$ cat config.mk
export PLATFORM = sky130hd
export DESIGN_NAME = incl_evict_ctrl
export DESIGN_NICKNAME = d
export VERILOG_FILES = /design/src/rtl/incl_evict_pkg.sv /design/src/rtl/incl_evict_seq.sv /design/src/rtl/incl_evict_hold.sv /design/src/rtl/incl_evict_memreq.sv /design/src/rtl/incl_evict_ctrl.sv
export SDC_FILE = /design/constraint.sdc
export NUM_CORES = 1
export LEC_CHECK = 0
export CAP_MARGIN = 20
export CELL_PAD_IN_SITES_DETAIL_PLACEMENT = 0
export CELL_PAD_IN_SITES_GLOBAL_PLACEMENT = 2
export CORE_UTILIZATION = 23
export DETAILED_ROUTE_END_ITERATION = 16
export GPL_TIMING_DRIVEN = 0
export HOLD_SLACK_MARGIN = 0.15
export PLACE_DENSITY_LB_ADDON = 0.08
export SYNTH_ARGS = -nofsm -noshare
export SYNTH_HDL_FRONTEND = slang
export SYNTH_SLANG_ARGS = --single-unit
$ cat constraint.sdc
create_clock -name clk -period 2.52 [get_ports clk]
set_clock_uncertainty 0.2 [all_clocks]
set_input_delay 0.63 -clock clk [delete_from_list [all_inputs] [get_ports clk]]
set_output_delay 0.63 -clock clk [all_outputs]
set_load 0.01 [all_outputs]
$ cat src/rtl/incl_evict_pkg.sv
package incl_evict_pkg;

    typedef enum logic [2:0] {
        ST_IDLE,
        ST_BINV,
        ST_WAIT,
        ST_WR_IN,
        ST_WR_OUT,
        ST_FILL,
        ST_DONE
    } ev_state_e;

    typedef struct packed {
        logic incl;
        logic vic_valid;
        logic vic_dirty;
    } alloc_flags_t;

    // First step after an allocation is accepted.
    function automatic ev_state_e first_step(alloc_flags_t f);
        if (f.vic_valid && f.incl)           return ST_BINV;
        else if (f.vic_valid && f.vic_dirty) return ST_WR_OUT;
        else                                 return ST_FILL;
    endfunction

    // Step chosen once the inner cache has answered.
    function automatic ev_state_e after_resp(logic hit, logic dirty, logic outer_dirty);
        if (hit && dirty)     return ST_WR_IN;
        else if (outer_dirty) return ST_WR_OUT;
        else                  return ST_FILL;
    endfunction

endpackage

$ cat src/rtl/incl_evict_seq.sv
module incl_evict_seq
    import incl_evict_pkg::*;
(
    input  logic         clk,
    input  logic         rst,
    input  logic         alloc_fire,
    input  alloc_flags_t live_flags,
    input  logic         outer_dirty_q,
    input  logic         resp_valid,
    input  logic         resp_hit,
    input  logic         resp_dirty,
    input  logic         mem_fire,
    output ev_state_e    state
);

    ev_state_e state_nx;

    always_comb begin
        state_nx = state;
        unique case (state)
            ST_IDLE:   if (alloc_fire) state_nx = first_step(live_flags);
            ST_BINV:   state_nx = ST_WAIT;
            ST_WAIT:   if (resp_valid) state_nx = after_resp(resp_hit, resp_dirty, outer_dirty_q);
            ST_WR_IN:  if (mem_fire) state_nx = ST_FILL;
            ST_WR_OUT: if (mem_fire) state_nx = ST_FILL;
            ST_FILL:   if (mem_fire) state_nx = ST_DONE;
            ST_DONE:   state_nx = ST_IDLE;
            default:   state_nx = ST_IDLE;
        endcase
    end

    always_ff @(posedge clk) begin
        if (rst) state <= ST_IDLE;
        else     state <= state_nx;
    end

    // a response outside the waiting step must not move the sequence.
    assert_resp_only_in_wait_R3: assert property (@(posedge clk) disable iff (rst)
        (state == ST_BINV) |=> (state == ST_WAIT));

endmodule

$ cat src/rtl/incl_evict_hold.sv
module incl_evict_hold
    import incl_evict_pkg::*;
#(
    parameter int ADDR_W = 32,
    parameter int BLK_W  = 64
) (
    input  logic              clk,
    input  logic              rst,
    input  ev_state_e         state,
    input  logic              alloc_fire,
    input  logic              victim_dirty,
    input  logic [ADDR_W-1:0] victim_addr,
    input  logic [BLK_W-1:0]  victim_data,
    input  logic [ADDR_W-1:0] fill_addr,
    input  logic              resp_valid,
    input  logic              resp_hit,
    input  logic              resp_dirty,
    input  logic [BLK_W-1:0]  resp_data,
    output logic              vic_dirty_q,
    output logic [ADDR_W-1:0] vic_addr_q,
    output logic [BLK_W-1:0]  vic_data_q,
    output logic [ADDR_W-1:0] fill_addr_q,
    output logic [BLK_W-1:0]  inner_data_q
);

    logic take_inner;
    assign take_inner = (state == ST_WAIT) && resp_valid && resp_hit && resp_dirty;

    always_ff @(posedge clk) begin
        if (rst) begin
            vic_dirty_q  <= 1'b0;
            vic_addr_q   <= '0;
            vic_data_q   <= '0;
            fill_addr_q  <= '0;
            inner_data_q <= '0;
        end else begin
            if (alloc_fire) begin
                vic_dirty_q <= victim_dirty;
                vic_addr_q  <= victim_addr;
                vic_data_q  <= victim_data;
                fill_addr_q <= fill_addr;
            end
            if (take_inner) inner_data_q <= resp_data;
        end
    end

    // captured fill address holds for the whole busy span.
    assert_fill_held_R11: assert property (@(posedge clk) disable iff (rst)
        (state != ST_IDLE && state != ST_DONE && $past(state) != ST_IDLE) |-> $stable(fill_addr_q));

endmodule

$ cat src/rtl/incl_evict_memreq.sv
module incl_evict_memreq
    import incl_evict_pkg::*;
#(
    parameter int ADDR_W = 32,
    parameter int BLK_W  = 64
) (
    input  ev_state_e         state,
    input  logic [ADDR_W-1:0] vic_addr_q,
    input  logic [BLK_W-1:0]  vic_data_q,
    input  logic [ADDR_W-1:0] fill_addr_q,
    input  logic [BLK_W-1:0]  inner_data_q,
    output logic              req_valid,
    output logic              req_write,
    output logic [ADDR_W-1:0] req_addr,
    output logic [BLK_W-1:0]  req_data
);

    always_comb begin
        req_valid = 1'b0;
        req_write = 1'b0;
        req_addr  = '0;
        req_data  = '0;
        unique case (state)
            ST_WR_IN: begin
                req_valid = 1'b1;
                req_write = 1'b1;
                req_addr  = vic_addr_q;
                req_data  = inner_data_q;
            end
            ST_WR_OUT: begin
                req_valid = 1'b1;
                req_write = 1'b1;
                req_addr  = vic_addr_q;
                req_data  = vic_data_q;
            end
            ST_FILL: begin
                req_valid = 1'b1;
                req_addr  = fill_addr_q;
            end
            default: ;
        endcase
    end

endmodule

$ cat src/rtl/incl_evict_ctrl.sv
module incl_evict_ctrl
    import incl_evict_pkg::*;
#(
    parameter int ADDR_W = 32,
    parameter int BLK_W  = 64
) (
    input  logic              clk,
    input  logic              rst,
    input  logic              inclusive_mode,
    input  logic              alloc_valid,
    output logic              alloc_ready,
    input  logic              victim_valid,
    input  logic              victim_dirty,
    input  logic [ADDR_W-1:0] victim_addr,
    input  logic [BLK_W-1:0]  victim_data,
    input  logic [ADDR_W-1:0] fill_addr,
    output logic              alloc_done,
    output logic              binv_valid,
    output logic [ADDR_W-1:0] binv_addr,
    input  logic              binv_resp_valid,
    input  logic              binv_resp_hit,
    input  logic              binv_resp_dirty,
    input  logic [BLK_W-1:0]  binv_resp_data,
    output logic              mem_req_valid,
    input  logic              mem_req_ready,
    output logic              mem_req_write,
    output logic [ADDR_W-1:0] mem_req_addr,
    output logic [BLK_W-1:0]  mem_req_data
);

    ev_state_e         state;
    alloc_flags_t      live_flags;
    logic              alloc_fire;
    logic              mem_fire;
    logic              vic_dirty_q;
    logic [ADDR_W-1:0] vic_addr_q;
    logic [BLK_W-1:0]  vic_data_q;
    logic [ADDR_W-1:0] fill_addr_q;
    logic [BLK_W-1:0]  inner_data_q;

    assign live_flags = '{incl: inclusive_mode, vic_valid: victim_valid, vic_dirty: victim_dirty};
    assign alloc_ready = (state == ST_IDLE);
    assign alloc_fire  = alloc_valid && alloc_ready;
    assign mem_fire    = mem_req_valid && mem_req_ready;
    assign binv_valid  = (state == ST_BINV);
    assign binv_addr   = vic_addr_q;
    assign alloc_done  = (state == ST_DONE);

    incl_evict_seq u_seq (
        .clk           (clk),
        .rst           (rst),
        .alloc_fire    (alloc_fire),
        .live_flags    (live_flags),
        .outer_dirty_q (vic_dirty_q),
        .resp_valid    (binv_resp_valid),
        .resp_hit      (binv_resp_hit),
        .resp_dirty    (binv_resp_dirty),
        .mem_fire      (mem_fire),
        .state         (state)
    );

    incl_evict_hold #(.ADDR_W(ADDR_W), .BLK_W(BLK_W)) u_hold (
        .clk          (clk),
        .rst          (rst),
        .state        (state),
        .alloc_fire   (alloc_fire),
        .victim_dirty (victim_dirty),
        .victim_addr  (victim_addr),
        .victim_data  (victim_data),
        .fill_addr    (fill_addr),
        .resp_valid   (binv_resp_valid),
        .resp_hit     (binv_resp_hit),
        .resp_dirty   (binv_resp_dirty),
        .resp_data    (binv_resp_data),
        .vic_dirty_q  (vic_dirty_q),
        .vic_addr_q   (vic_addr_q),
        .vic_data_q   (vic_data_q),
        .fill_addr_q  (fill_addr_q),
        .inner_data_q (inner_data_q)
    );

    incl_evict_memreq #(.ADDR_W(ADDR_W), .BLK_W(BLK_W)) u_memreq (
        .state        (state),
        .vic_addr_q   (vic_addr_q),
        .vic_data_q   (vic_data_q),
        .fill_addr_q  (fill_addr_q),
        .inner_data_q (inner_data_q),
        .req_valid    (mem_req_valid),
        .req_write    (mem_req_write),
        .req_addr     (mem_req_addr),
        .req_data     (mem_req_data)
    );

    assert_binv_single_R2: assert property (@(posedge clk) disable iff (rst)
        binv_valid |=> !binv_valid);

    assert_no_mem_after_binv_R3: assert property (@(posedge clk) disable iff (rst)
        binv_valid |=> !mem_req_valid);

    assert_done_after_read_R7: assert property (@(posedge clk) disable iff (rst)
        alloc_done |-> $past(mem_req_valid && mem_req_ready && !mem_req_write));

    assert_noninc_no_binv_R8: assert property (@(posedge clk) disable iff (rst)
        (alloc_valid && alloc_ready && !inclusive_mode) |=> !binv_valid);

    assert_novictim_read_only_R9: assert property (@(posedge clk) disable iff (rst)
        (alloc_valid && alloc_ready && !victim_valid) |=> (mem_req_valid && !mem_req_write && !binv_valid));

    assert_req_stable_R10: assert property (@(posedge clk) disable iff (rst)
        (mem_req_valid && !mem_req_ready) |=>
            (mem_req_valid && $stable(mem_req_write) && $stable(mem_req_addr) && $stable(mem_req_data)));

    assert_busy_R11: assert property (@(posedge clk) disable iff (rst)
        (alloc_valid && alloc_ready) |=> !alloc_ready);

endmodule

==> load_flow_metrics.sql <==
INSERT INTO impl_metrics (metric_group, metric, value, unit) VALUES
('status', 'outcome', 'finished, violations left', ''),
('status', 'violations', 'negative setup slack', ''),
('timing', 'report.final.setup_viol', '97', ''),
('global_routing', 'first_pass_grt_wire_length', '54100', 'µm'),
('routing', 'routed_via_density', '4.62', ''),
('layout', 'final.fill_count', '3691', ''),
('worst_setup_path', 'crit_start', 'u_seq.state[0]', ''),
('floorplanning', 'dieArea', '36200', 'µm²'),
('worst_setup_path', 'worst_ep_required_time', '1.69', 'ns'),
('routing', 'totalWireLength', '36500', 'µm'),
('layout', 'final_core_utilization', '37.9', '%'),
('logic_synthesis', 'synthesis.area', '8150', 'µm²'),
('global_routing', 'grt.total_usage', '19.9', '%'),
('timing', 'accumulated_negative_setup_slack', '-20.34', 'ns'),
('routing', 'detail_route.wl_per_cell', '19.5', 'µm'),
('logic_synthesis', 'synth_top_cells_by_count', 'nand2_1, dfxtp_1, a21oi_1', ''),
('timing', 'finalCritPeriodShare', '112', '%'),
('cts', 'cts-root-buf', 'clkbuf_16', ''),
('logic_synthesis', 'synth_area_leaders', 'dfxtp_1, nand2_1, a21oi_1, a22o_1, nand3_1', ''),
('timing', 'number_of_hold_violations_in_the_final_report', '0', ''),
('cts', 'htree_num_levels', '4', ''),
('logic_synthesis', 'async_reset_ff_share', '0', '%'),
('logic_synthesis', 'ys.flop_type', 'dfxtp_1', ''),
('cts', 'tritoncts', 'built', ''),
('layout', 'multiInputGateArea', '3710', 'µm²'),
('global_routing', 'first_global_vias', '8824', ''),
('timing', 'max_freq', '355', 'MHz'),
('worst_setup_path', 'worstPathArrival', '1.99', 'ns'),
('global_routing', 'initial_antenna_violation_count', '3', ''),
('pwr', 'peakVddDrop', '0.000472', 'V'),
('logic_synthesis', 'synth_most_common_cell', 'nand2_1', ''),
('timing', 'relative_max_transition_margin', '41.3', '%'),
('worst_setup_path', 'timing.reg2reg.setup_slack', '0.19', 'ns'),
('timing', 'period_minus_slack', '2.82', 'ns'),
('layout', 'finalNonFillerCells', '1877', ''),
('worst_setup_path', 'setup.worst_path.end_class', 'output port', ''),
('routing', 'drt_pre_antenna_iters', '5', ''),
('floorplanning', 'die_width', '190', 'µm'),
('logic_synthesis', 'syn_inst', '1012', ''),
('logic_synthesis', 'syn_avg_cell_area', '8.05', 'µm²'),
('pwr', 'pwr_density_cell', '822', 'nW/µm²'),
('cts', 'clock_tree.buffer_depth', '2', ''),
('logic_synthesis', 'yosys.area.top_type_share', '48.2', '%'),
('cts', 'cts-buffers-inserted', '17', ''),
('routing', 'drt_iter0_drc', '349', ''),
('floorplanning', 'core_region_area', '34700', 'µm²'),
('worst_setup_path', 'critical_path_destination', 'mem_req_addr[20]', ''),
('logic_synthesis', 'synth_largest_area_cell', 'dfxtp_1', ''),
('timing', 'setup_slack', '-0.296', 'ns'),
('layout', 'seqCellArea', '3930', 'µm²'),
('hold_path', 'hp-class', 'register to register', ''),
('timing', 'rsz0062_at_grt', 'yes', ''),
('logic_synthesis', 'synth_fp_nets', '1214', ''),
('logic_synthesis', 'synth_edf_count', '0', ''),
('logic_synthesis', 'synth_seq_cells', '196', ''),
('placed_design', 'gp_routability_congestion', '0.767', ''),
('routing', 'drc', '0', ''),
('worst_setup_path', 'reg2reg_depth', '8', ''),
('placed_design', 'place.port_buffers', '333', ''),
('worst_setup_path', 'crit_reg_reg_startpoint', 'u_seq.state[2]', ''),
('floorplanning', 'floorplan.initialDensity', '23.5', '%'),
('cts', 'clock_sink_count', '196', ''),
('timing', 'fin_worst_hold_slack', '0.257', 'ns'),
('placed_design', 'dp_hpwl', '26000', 'µm'),
('timing', 'worst_slew_pin_slew', '0.881', 'ns'),
('job', 'maxCapViolations', '0', ''),
('cts', 'clkTransAtPathRegs', '0.08', 'ns'),
('worst_setup_path', 'start_kind', 'register', ''),
('worst_setup_path', 'worst-setup-path-type', 'register to output port', ''),
('pwr', 'leakagePower', '0.00500', 'µW'),
('placed_design', 'numPlacedInstances', '1800', '');
## area by class of cell
cell class | instances | share of cell area, %
Antenna cell | 2 | 0.0381
Tap cell | 455 | 4.33
Sequential cell | 196 | 29.9
Inverter | 3 | 0.0857
Clock buffer | 19 | 3.37
Timing Repair Buffer | 381 | 27.6
Multi-Input combinational cell | 710 | 28.2
Buffer | 98 | 5.52
Clock inverter | 13 | 0.933
## through the flow
step	area [µm²]	power (µW)
CTS	13000	11000
global route	13100	11400
floorplan	8150	5590
finish	13100	10800
global placement	12000	7350
detailed placement	12000	7350
## state kept, by name (all words and copies together), names as in the netlist
| name | cells |
|---|---|
| u_hold.vic_addr_q | 32 |
| u_hold.inner_data_q | 64 |
| u_seq.state | 3 |
| u_hold.vic_dirty_q | 1 |
| u_hold.vic_data_q | 64 |
| u_hold.fill_addr_q | 32 |
## power breakdown
group / leakage [µW] / switching (µW) / internal (µW)
sequential: 0.00160 / 240 / 3480
clock: 0.000273 / 1350 / 1410
combinational: 0.00313 / 2310 / 2020
total: 0.00500 / 3900 / 6910
## routing by layer
metal  wire [µm]  vias to the layer above  global-route usage [%]
met1       17000                     4092                    26.2
li1            -                     4329                       -
met2       17300                      237                    33.1
met4         449                        2                    4.89
met5          14                        -                       0
met3        1880                       21                    4.30
## critical path, stage by stage (launching register included)
cell and delay, ns:
dfxtp_2 0.33, buf_6 0.12, nor3b_4 0.25, buf_4 0.16, or2_4 0.23, buf_8 0.17, a22o_1 0.16, buf_2 0.13
## worst min path at each step
stage / from / slack (ns) / endpoint / depth (start not counted)
after global routing: u_hold.vic_data_q[42] / 0.27 / u_hold.vic_data_q[42] / 2
after detailed placement: u_hold.vic_data_q[51] / 0.25 / u_hold.vic_data_q[51] / 2
after global placement: u_hold.fill_addr_q[20] / 0.24 / u_hold.fill_addr_q[20] / 2
after floorplan: u_hold.fill_addr_q[0] / 0.24 / u_hold.fill_addr_q[0] / 2
final: u_hold.vic_data_q[29] / 0.26 / u_hold.vic_data_q[29] / 2
after CTS: u_hold.vic_data_q[5] / 0.26 / u_hold.vic_data_q[5] / 2
## layout by cell type (no fill, tap or decap), types with 2 or more instances in the layout
cell type / instances
a211oi_1: 2
a21oi_1: 195
a22o_1: 95
and3_4: 2
buf_1: 3
buf_12: 11
buf_16: 4
buf_2: 92
buf_4: 20
buf_6: 62
buf_8: 11
clkbuf_1: 39
clkbuf_16: 18
clkbuf_4: 2
clkbuf_8: 2
clkdlybuf4s50_1: 232
clkinv_2: 3
clkinvlp_4: 3
dfxtp_1: 193
dfxtp_4: 2
diode_2: 2
inv_1: 3
inv_6: 5
mux2i_1: 2
nand2_1: 261
nand3_1: 65
nor2_1: 2
o21ai_0: 64
## cell families after synthesis
family / synth area share, %
AO/OA/AOI/OAI: 27.1
AND/OR/NAND/NOR: 17.8
flip-flops: 48.2
buffers and inverters: 6.71
multiplexers: 0.246
## repair_timing
| action | in CTS | in global routing |
|---|---|---|
| buffers inserted | 34 | 11 |
| pin swaps | 52 | 27 |
| hold buffers | 0 | 0 |
| setup endpoints to repair | 101 | 126 |
| cloned | 5 | 1 |
| resized for setup | 535 | 39 |
No activity file was read; power rests on OpenSTA's default activity.
